[src/rtl/hwsem_pkg.sv]
package hwsem_pkg;

    localparam int IDX_FIELD_W = 16;

    typedef enum logic [2:0] {
        ACC_IDLE,
        ACC_WIN_RD,
        ACC_WIN_WR,
        ACC_STAT_RD,
        ACC_NULL_RD,
        ACC_NULL_WR
    } acc_kind_e;

    typedef struct packed {
        acc_kind_e               kind;
        logic [IDX_FIELD_W-1:0]  idx;
    } acc_req_t;

    function automatic int words_for(input int bits, input int width);
        return (bits + width - 1) / width;
    endfunction

    function automatic logic is_read(input acc_kind_e k);
        return (k == ACC_WIN_RD) || (k == ACC_STAT_RD) || (k == ACC_NULL_RD);
    endfunction

endpackage

[src/rtl/hwsem_decode.sv]
module hwsem_decode
    import hwsem_pkg::*;
#(
    parameter int N_SEM  = 16,
    parameter int ADDR_W = 12,
    parameter int DATA_W = 32
) (
    input  logic              en,
    input  logic              we,
    input  logic [ADDR_W-1:0] addr,
    output acc_req_t          req
);
    localparam int N_WORDS = words_for(N_SEM, DATA_W);
    localparam int WIDX_W  = ADDR_W - 3;

    logic [WIDX_W-1:0] word_idx;
    logic              stat_sel;
    logic [1:0]        unused_byte_bits;

    assign word_idx         = addr[ADDR_W-2:2];
    assign stat_sel         = addr[ADDR_W-1];
    assign unused_byte_bits = addr[1:0];

    always_comb begin
        req.idx  = IDX_FIELD_W'(word_idx);
        req.kind = ACC_IDLE;
        if (en) begin
            if (!stat_sel) begin
                if (int'(word_idx) < N_SEM)
                    req.kind = we ? ACC_WIN_WR : ACC_WIN_RD;
                else
                    req.kind = we ? ACC_NULL_WR : ACC_NULL_RD;
            end else begin
                if (we)
                    req.kind = ACC_NULL_WR;
                else if (int'(word_idx) < N_WORDS)
                    req.kind = ACC_STAT_RD;
                else
                    req.kind = ACC_NULL_RD;
            end
        end
    end

endmodule

[src/rtl/hwsem_state.sv]
module hwsem_state
    import hwsem_pkg::*;
#(
    parameter int N_SEM = 16
) (
    input  logic             clk,
    input  logic             rst,
    input  acc_req_t         req,
    output logic [N_SEM-1:0] state,
    output logic             old_bit
);
    localparam int SLOT_W = (N_SEM > 1) ? $clog2(N_SEM) : 1;

    logic [N_SEM-1:0]           state_q;
    logic [SLOT_W-1:0]          slot;
    logic [IDX_FIELD_W-1:0]     unused_idx;

    assign slot       = req.idx[SLOT_W-1:0];
    assign unused_idx = req.idx;
    assign old_bit    = state_q[slot];
    assign state      = state_q;

    always_ff @(posedge clk) begin
        if (rst) begin
            state_q <= '0;
        end else begin
            case (req.kind)
                ACC_WIN_RD: state_q[slot] <= 1'b1;
                ACC_WIN_WR: state_q[slot] <= 1'b0;
                default:    state_q       <= state_q;
            endcase
        end
    end


    acquire_sets_chk: assert property (@(posedge clk) disable iff (rst)
        (req.kind == ACC_WIN_RD) |=> state_q[$past(slot)]);


    release_clears_chk: assert property (@(posedge clk) disable iff (rst)
        (req.kind == ACC_WIN_WR) |=> !state_q[$past(slot)]);


    busy_read_hold_chk: assert property (@(posedge clk) disable iff (rst)
        (req.kind == ACC_WIN_RD && old_bit) |=> $stable(state_q));


    no_side_effect_chk: assert property (@(posedge clk) disable iff (rst)
        (req.kind != ACC_WIN_RD && req.kind != ACC_WIN_WR) |=> $stable(state_q));

endmodule

[src/rtl/hwsem_readout.sv]
module hwsem_readout
    import hwsem_pkg::*;
#(
    parameter int N_SEM  = 16,
    parameter int DATA_W = 32
) (
    input  logic              clk,
    input  logic              rst,
    input  acc_req_t          req,
    input  logic [N_SEM-1:0]  state,
    input  logic              old_bit,
    output logic [DATA_W-1:0] rdata,
    output logic              rvalid
);
    localparam int N_WORDS = words_for(N_SEM, DATA_W);
    localparam int PAD_W   = N_WORDS * DATA_W;

    logic [PAD_W-1:0]  padded;
    logic [DATA_W-1:0] rd_next;
    logic [DATA_W-1:0] rdata_q;
    logic              rvalid_q;
    int                sel;

    assign padded = PAD_W'(state);
    assign sel    = int'(req.idx);

    always_comb begin
        rd_next = '0;
        case (req.kind)
            ACC_WIN_RD:  rd_next = DATA_W'(old_bit);
            ACC_STAT_RD: rd_next = padded[sel*DATA_W +: DATA_W];
            default:     rd_next = '0;
        endcase
    end

    always_ff @(posedge clk) begin
        if (rst) begin
            rdata_q  <= '0;
            rvalid_q <= 1'b0;
        end else begin
            rvalid_q <= is_read(req.kind);
            if (is_read(req.kind))
                rdata_q <= rd_next;
        end
    end

    assign rdata  = rdata_q;
    assign rvalid = rvalid_q;


    rvalid_follow_chk: assert property (@(posedge clk) disable iff (rst)
        is_read(req.kind) |=> rvalid);


    rvalid_quiet_chk: assert property (@(posedge clk) disable iff (rst)
        !is_read(req.kind) |=> !rvalid);


    win_upper_zero_chk: assert property (@(posedge clk) disable iff (rst)
        (req.kind == ACC_WIN_RD) |=> (rdata[DATA_W-1:1] == '0));


    win_old_value_chk: assert property (@(posedge clk) disable iff (rst)
        (req.kind == ACC_WIN_RD) |=> (rdata[0] == $past(old_bit)));


    null_read_zero_chk: assert property (@(posedge clk) disable iff (rst)
        (req.kind == ACC_NULL_RD) |=> (rdata == '0));

endmodule

[src/rtl/hwsem_bank_top.sv]
module hwsem_bank_top
    import hwsem_pkg::*;
#(
    parameter int N_SEM  = 16,
    parameter int ADDR_W = 12,
    parameter int DATA_W = 32
) (
    input  logic              clk,
    input  logic              rst,
    input  logic              bus_en,
    input  logic              bus_we,
    input  logic [ADDR_W-1:0] bus_addr,
    input  logic [DATA_W-1:0] bus_wdata,
    output logic [DATA_W-1:0] bus_rdata,
    output logic              bus_rvalid
);
    acc_req_t          req;
    logic [N_SEM-1:0]  sem_q;
    logic              sem_old;
    logic [DATA_W-1:0] unused_wdata;

    assign unused_wdata = bus_wdata;

    hwsem_decode #(.N_SEM(N_SEM), .ADDR_W(ADDR_W), .DATA_W(DATA_W)) u_decode (
        .en   (bus_en),
        .we   (bus_we),
        .addr (bus_addr),
        .req  (req)
    );

    hwsem_state #(.N_SEM(N_SEM)) u_state (
        .clk     (clk),
        .rst     (rst),
        .req     (req),
        .state   (sem_q),
        .old_bit (sem_old)
    );

    hwsem_readout #(.N_SEM(N_SEM), .DATA_W(DATA_W)) u_readout (
        .clk     (clk),
        .rst     (rst),
        .req     (req),
        .state   (sem_q),
        .old_bit (sem_old),
        .rdata   (bus_rdata),
        .rvalid  (bus_rvalid)
    );

endmodule

[config.mk]
export PLATFORM = sky130hd
export DESIGN_NAME = hwsem_bank_top
export DESIGN_NICKNAME = d
export VERILOG_FILES = /design/src/rtl/hwsem_pkg.sv /design/src/rtl/hwsem_decode.sv /design/src/rtl/hwsem_state.sv /design/src/rtl/hwsem_readout.sv /design/src/rtl/hwsem_bank_top.sv
export SDC_FILE = /design/constraint.sdc
export NUM_CORES = 1
export LEC_CHECK = 0
export ABC_AREA = 1
export ABC_CLOCK_PERIOD_IN_PS = 2750
export BUFFER_PORTS_ARGS = -buffer_cell sky130_fd_sc_hd__buf_2
export CAP_MARGIN = 15
export CORE_UTILIZATION = 39
export CTS_CLUSTER_DIAMETER = 120
export DETAILED_ROUTE_END_ITERATION = 6
export GPL_ROUTABILITY_DRIVEN = 1
export PLACE_DENSITY = 0.75
export SYNTH_ARGS = -nofsm -noshare
export SYNTH_HDL_FRONTEND = slang
export SYNTH_SLANG_ARGS = --single-unit
[constraint.sdc]
create_clock -name clk -period 2.75 [get_ports clk]
set_clock_uncertainty 0.05 [all_clocks]
set_input_delay 0.1375 -clock clk [delete_from_list [all_inputs] [get_ports clk]]
set_output_delay 0.1375 -clock clk [all_outputs]
set_load 0.02 [all_outputs]
# Yosys cells after proc, flatten, opt, wreduce, memory -nomap -nowiden
# Cells that the tools add are included.
[op_classes]
order_cmp = 4
eq_ne = 4
shift = 1
mux = 13
n_bitwise = 3
n_reduce_logical = 4
[op_table]
columns = ["op", "count"]
rows = [
  ["$pmux W32 S2", 1],
  ["$pmux W16 S2", 1],
  ["$shiftx A32 B15 Y32", 1],
  ["$and A16 B16 Y16", 1],
  ["$not A16 Y16", 1],
  ["$or A16 B16 Y16", 1],
  ["$mux W3", 5],
  ["$lt A9 B1 Y1 const B", 1],
  ["$lt A9 B5 Y1 const B", 1],
  ["$eq A3 B2 Y1 const B", 2],
  ["$lt A4 B5 Y1 const B", 1],
  ["$bmux W1 S4", 1],
  ["$demux W1 S4", 1],
  ["$ge A4 B1 Y1 const B", 1],
  ["$eq A3 B1 Y1 const B", 1],
  ["$eq A3 B3 Y1 const B", 1],
  ["$mux W1", 3],
  ["$logic_or A1 B1 Y1", 2],
  ["$mux W2", 1],
  ["$reduce_bool A2 Y1", 1],
  ["$logic_and A1 B1 Y1", 1],
]
[totals]
reg_bits = 49
out_inout_bits = 33

# Logic depth before layout (Yosys ltp)
[depth]
ltp_word = 8
depth_mapped = 13
ltp_nobuf = 12

# By module
# From an unflattened synthesis, not the netlist that was laid out.
[unflattened]
cells_unflattened = 292
hier_area_um2 = 2006.9
[by_module_without_submodules]
columns = ["mod", "instances", "cells_per_inst", "area_per_inst_um2", "seq_area_each_um2"]
rows = [
  ["hwsem_state", 1, 152, 970.9, 320.3],
  ["hwsem_readout", 1, 100, 784.5, 340.3],
  ["hwsem_decode", 1, 40, 251.5, 0.0],
]

# Worst setup path before layout
# No wires, ideal clock.
[synth_path]
path_type = "input port to flip-flop"
from = "input port bus_addr[6]"
to = "register u_state.state_q[8], in the netlist u_state.state[8]"
setup_time_ns = 0.113
t_arrival_ns = 1.562
slack_ns = 1.025
cell_stages = 13
n_path_buf = 1
path_cell_list = "nor2_1 -> nand2_1 -> nor2_4 -> ha_1 -> o21ai_0 -> inv_2 -> nand2_4 -> nand2_1 -> nor2_4 -> buf_6 -> nand2_1 -> nand2_1 -> a21oi_2"
[synth_between]
elab_chain_cells = 7
elab_cells_between_ends = 11
cone_classes = "order compare: 2; eq/ne: 2; mux: 6; reduce/logical: 1"
[synth_rtl]
columns = ["element", "line", "text"]
rows = [
  ["from (decl)", "hwsem_bank_top.sv:12", "input logic [ADDR_W-1:0] bus_addr,"],
  ["$lt A9 B1 Y1", "hwsem_decode.sv:36", "else if (int'(word_idx) < N_WORDS)"],
  ["$mux W3", "hwsem_decode.sv:36", ""],
  ["$mux W3", "hwsem_decode.sv:34", "if (we)"],
  ["$mux W3 *", "hwsem_decode.sv:28", "if (!stat_sel) begin"],
  ["$mux W3 *", "hwsem_decode.sv:27", "if (en) begin"],
  ["$eq A3 B2 Y1 / $eq A3 B1 Y1 (equally long branches)", "hwsem_state.sv:27", "case (req.kind)"],
  ["$pmux W16 S2 / $reduce_bool A2 Y1 (equally long branches)", "-", ""],
  ["to (signal assigned)", "hwsem_state.sv:30", "default: state_q <= state_q;"],
  ["to (decl)", "hwsem_state.sv:14", "logic [N_SEM-1:0] state_q;"],
]
# Mark *: on every way between the ends. The rest lies on a longest branch, timed or not.
# A chain may end at the register's enable or synchronous reset.

# Worst setup path in the final report
[layout_path]
from = "input port bus_addr[6]"
to = "register u_state.state_q[7], in the netlist u_state.state[7]"
# The elaborated chain is that of the path after synthesis.

==> summary.txt <==
Critical path
  – Worst reg-to-reg setup slack: 1.54 ns
  – CP Max Fanout: 16
  – Worst Path Required: 2.89 ns
  – RR Endpoint: u_readout.rdata[0]
  – CP endpoint kind: register
  – Worst-case reg-to-reg path depth: 12
  – CP startpoint: bus_addr[6]
  – RR Startpoint: u_state.state[7]
  – Crit path launch type: input port
  – WP data arrival: 1.84 ns
  – Kind of critical path: in2reg

Synth
  – Mux cell area share after synthesis: 0%
  – Cell with the most instances after synthesis: nand2_1
  – Xor and xnor area share after synthesis: 0%
  – Synth warn: 0
  – Mapped Area: between 2000 and 2500 sq um
  – Mapped Cells: 315
  – Synth Area in Compound Gates: 10.8%
  – Post-synth top flop: dfxtp_1
  – Post-synth EDFFs: 0
  – Synth area leader: dfxtp_1
  – Post-synthesis async set-or-reset flop share: 0%
  – Synth cell count leaders: nand2_1, nor2_1, dfxtp_1
  – Flops & latches, synth: 33
  – Seq/Total Area, Yosys: 30.9%
  – Average size of a mapped cell: 6.79 sq um
  – Largest cells by area after synthesis: dfxtp_1, nand2_1, nor2_1
  – Adder-Cell Fraction of Synth Area: less than 1%
  – Post-Synth Simple-Gate Area: 41.1%
  – Synth unique cells: 30
  – Largest family of logic cells by synthesized area: simple AND/OR/NAND/NOR gates
  – Post-synth top area share: 30.9%

GRT
  – Largest net degree at the start of global routing: 24
  – GRT Total Usage: 15.8%
  – First-pass GRT wire length: around 7500 um
  – Grt total ovfl: 0
  – Number of global-route vias before repair: 1664
  – Initial antenna violation count: 0

Die
  – Initial Util: 41.1%
  – Row count: 26
  – Die H: roughly 76 um
  – Die ar.: 5780 sq um
  – Top Ports: 81
  – Die width: ~76 um
  – Core Footprint: 5200 sq um

Timing
  – Final setup viols: 0
  – Fin Setup TNS: 0 ns
  – PnR worst setup slack: 1.04 ns
  – Final Hold Viols: 0
  – Tcrit/Tclk final: between 60% and 70%
  – RSZ-0062 raised after global routing: no
  – Fin crit period: 1.71 ns
  – Final-report max-slew violation count: 0
  – Max Clk Rate: roughly 0.59 GHz
  – Final hold slack: 0.163 ns

Clock tree
  – Post-CTS Resized: 0
  – CTS tree: built
  – Clk_lat worst skew: slightly below 0.3 ns
  – Post-CTS Setup Bufs: 0
  – Root Buffer: clkbuf_8
  – CTS clk-pin slew, worst paths: 0.07 ns
  – Htree depth: 2
  – CTS Hold Buffers Added: 0
  – Clock tree buffer depth: 2
  – Total CTS buffers: 5
  – Sink Count: 33

Placed design
  – Dpl cell area: ~2200 sq um
  – Buffers on Ports: 30
  – Pre-CTS WS: 0.709 ns
  – RePlAce Congestion: 0.834
  – HPWL after DPL: 3050 um

Final layout
  – Post-route cell area: ~2300 sq um
  – Share of layout cells above drive strength 1: between 20% and 30%
  – Fill cell total of the finished layout: 556
  – Synth-to-layout area growth: 8.37%
  – Final #Nets: 388
  – Diode count: 0
  – Core Util, Final: ~45%

Route
  – Routed Antenna Nets: 0
  – Drt wl/cell: 10.1 um
  – Total wire length: 4130 um
  – Vias per inst: 4.64
  – Initial drt markers: approximately 150
  – DRC violations left: 0
  – Initial DRT Pass Iterations: 4
  – Detailed-route via count: 1902

Run
  – Max-Cap Viols: 0

Worst hold path
  – Hold EP: u_readout.rdata[10]
  – HP Class: in2reg
  – Hold path cells: 2
  – Min-delay src: rst

Run status
  – Status: completed

Power and ir drop
  – Power per cell area: between 400 and 500 nW/um^2
  – Leak pwr: 1.03 nW
  – VDD IR max: 0.000196 V
[per-layer routing]
| metal | wire length [um] | GRT usage (%) |
|---|---|---|
| met1 | 1980 | 19.7 |
| met5 | 0 | 0 |
| met3 | 243 | 4.31 |
| met2 | 1840 | 26.1 |
| met4 | 63 | 5.77 |
[registers in the layout, summed over array words and instances (netlist names)]
name	cells
u_readout.rvalid	1
u_state.state	16
u_readout.rdata	16
[placed cells by master, fill, tap and decap left out, types with 2 or more instances in the layout]
cell type,n
nand2_1,85
nor2_1,41
dfxtp_1,33
inv_1,32
buf_2,30
a21oi_1,22
conb_1,16
nor3_1,15
nand4_1,14
a21oi_2,12
nand2_2,6
clkbuf_8,5
o21ai_0,3
nand2_4,3
nand3_1,3
nor2_4,2
inv_2,2
nor2_8,2
nand3_4,2
nand3_2,2
clkinv_2,2
[cell type report]
cell class | instances | area, sq um | area share (%)
timing repair buffer | 31 | 158 | 6.80
tap | 70 | 87.6 | 3.78
sequential | 33 | 661 | 28.5
clock buffer | 6 | 72.6 | 3.13
clock inverter | 2 | 10.0 | 0.432
inverter | 36 | 148 | 6.37
multi-input combinational | 232 | 1180 | 51.0
[through the flow]
stage | total power, W | std cells
after floorplan | 0.000629 | 330
after global placement | 0.000635 | 402
after detailed placement | 0.000637 | 402
after CTS | 0.000988 | 410
after global routing | 0.00103 | 410
final | 0.000977 | 410
[cells by family (layout without fill, tap and decap cells)]
group                      count (synthesis)  count (layout)
and+or+nand+nor                          178             178
AOI/OAI and AO/OA                         37              37
other                                      1              16
adders and majority gates                  1               1
buffers and inverters                     65              75
DFF                                       33              33
[worst max path at each step]
stage | endpoint | slack (ns) | cells past startpoint
finish | u_state.state[7] | 1.04 | 13
global route | u_state.state[2] | 0.76 | 13
CTS | u_state.state[7] | 1.02 | 13
detailed placement | u_state.state[7] | 0.71 | 13
global placement | u_state.state[14] | 0.75 | 13
floorplan | u_state.state[8] | 1.02 | 13
[critical path: stages]
cell and delay (ns):
buf_2 0.10, nor2_1 0.09, nand2_1 0.08, nor2_4 0.16, ha_1 0.25, o21ai_0 0.20, inv_2 0.07, nand2_4 0.12
nand2_1 0.10, nor2_4 0.31, nand2_1 0.10, nand2_1 0.10, a21oi_2 0.03
[where the power goes]
| part | total, W | internal (W) | switching (W) |
|---|---|---|---|
| sequential | 0.000483 | 0.000481 | 0.00000137 |
| combinational | 0.000144 | 0.0000349 | 0.000109 |
| clock | 0.000351 | 0.000175 | 0.000176 |
| total | 0.000977 | 0.000691 | 0.000286 |
Note: power is estimated with default switching activity, not from simulation.
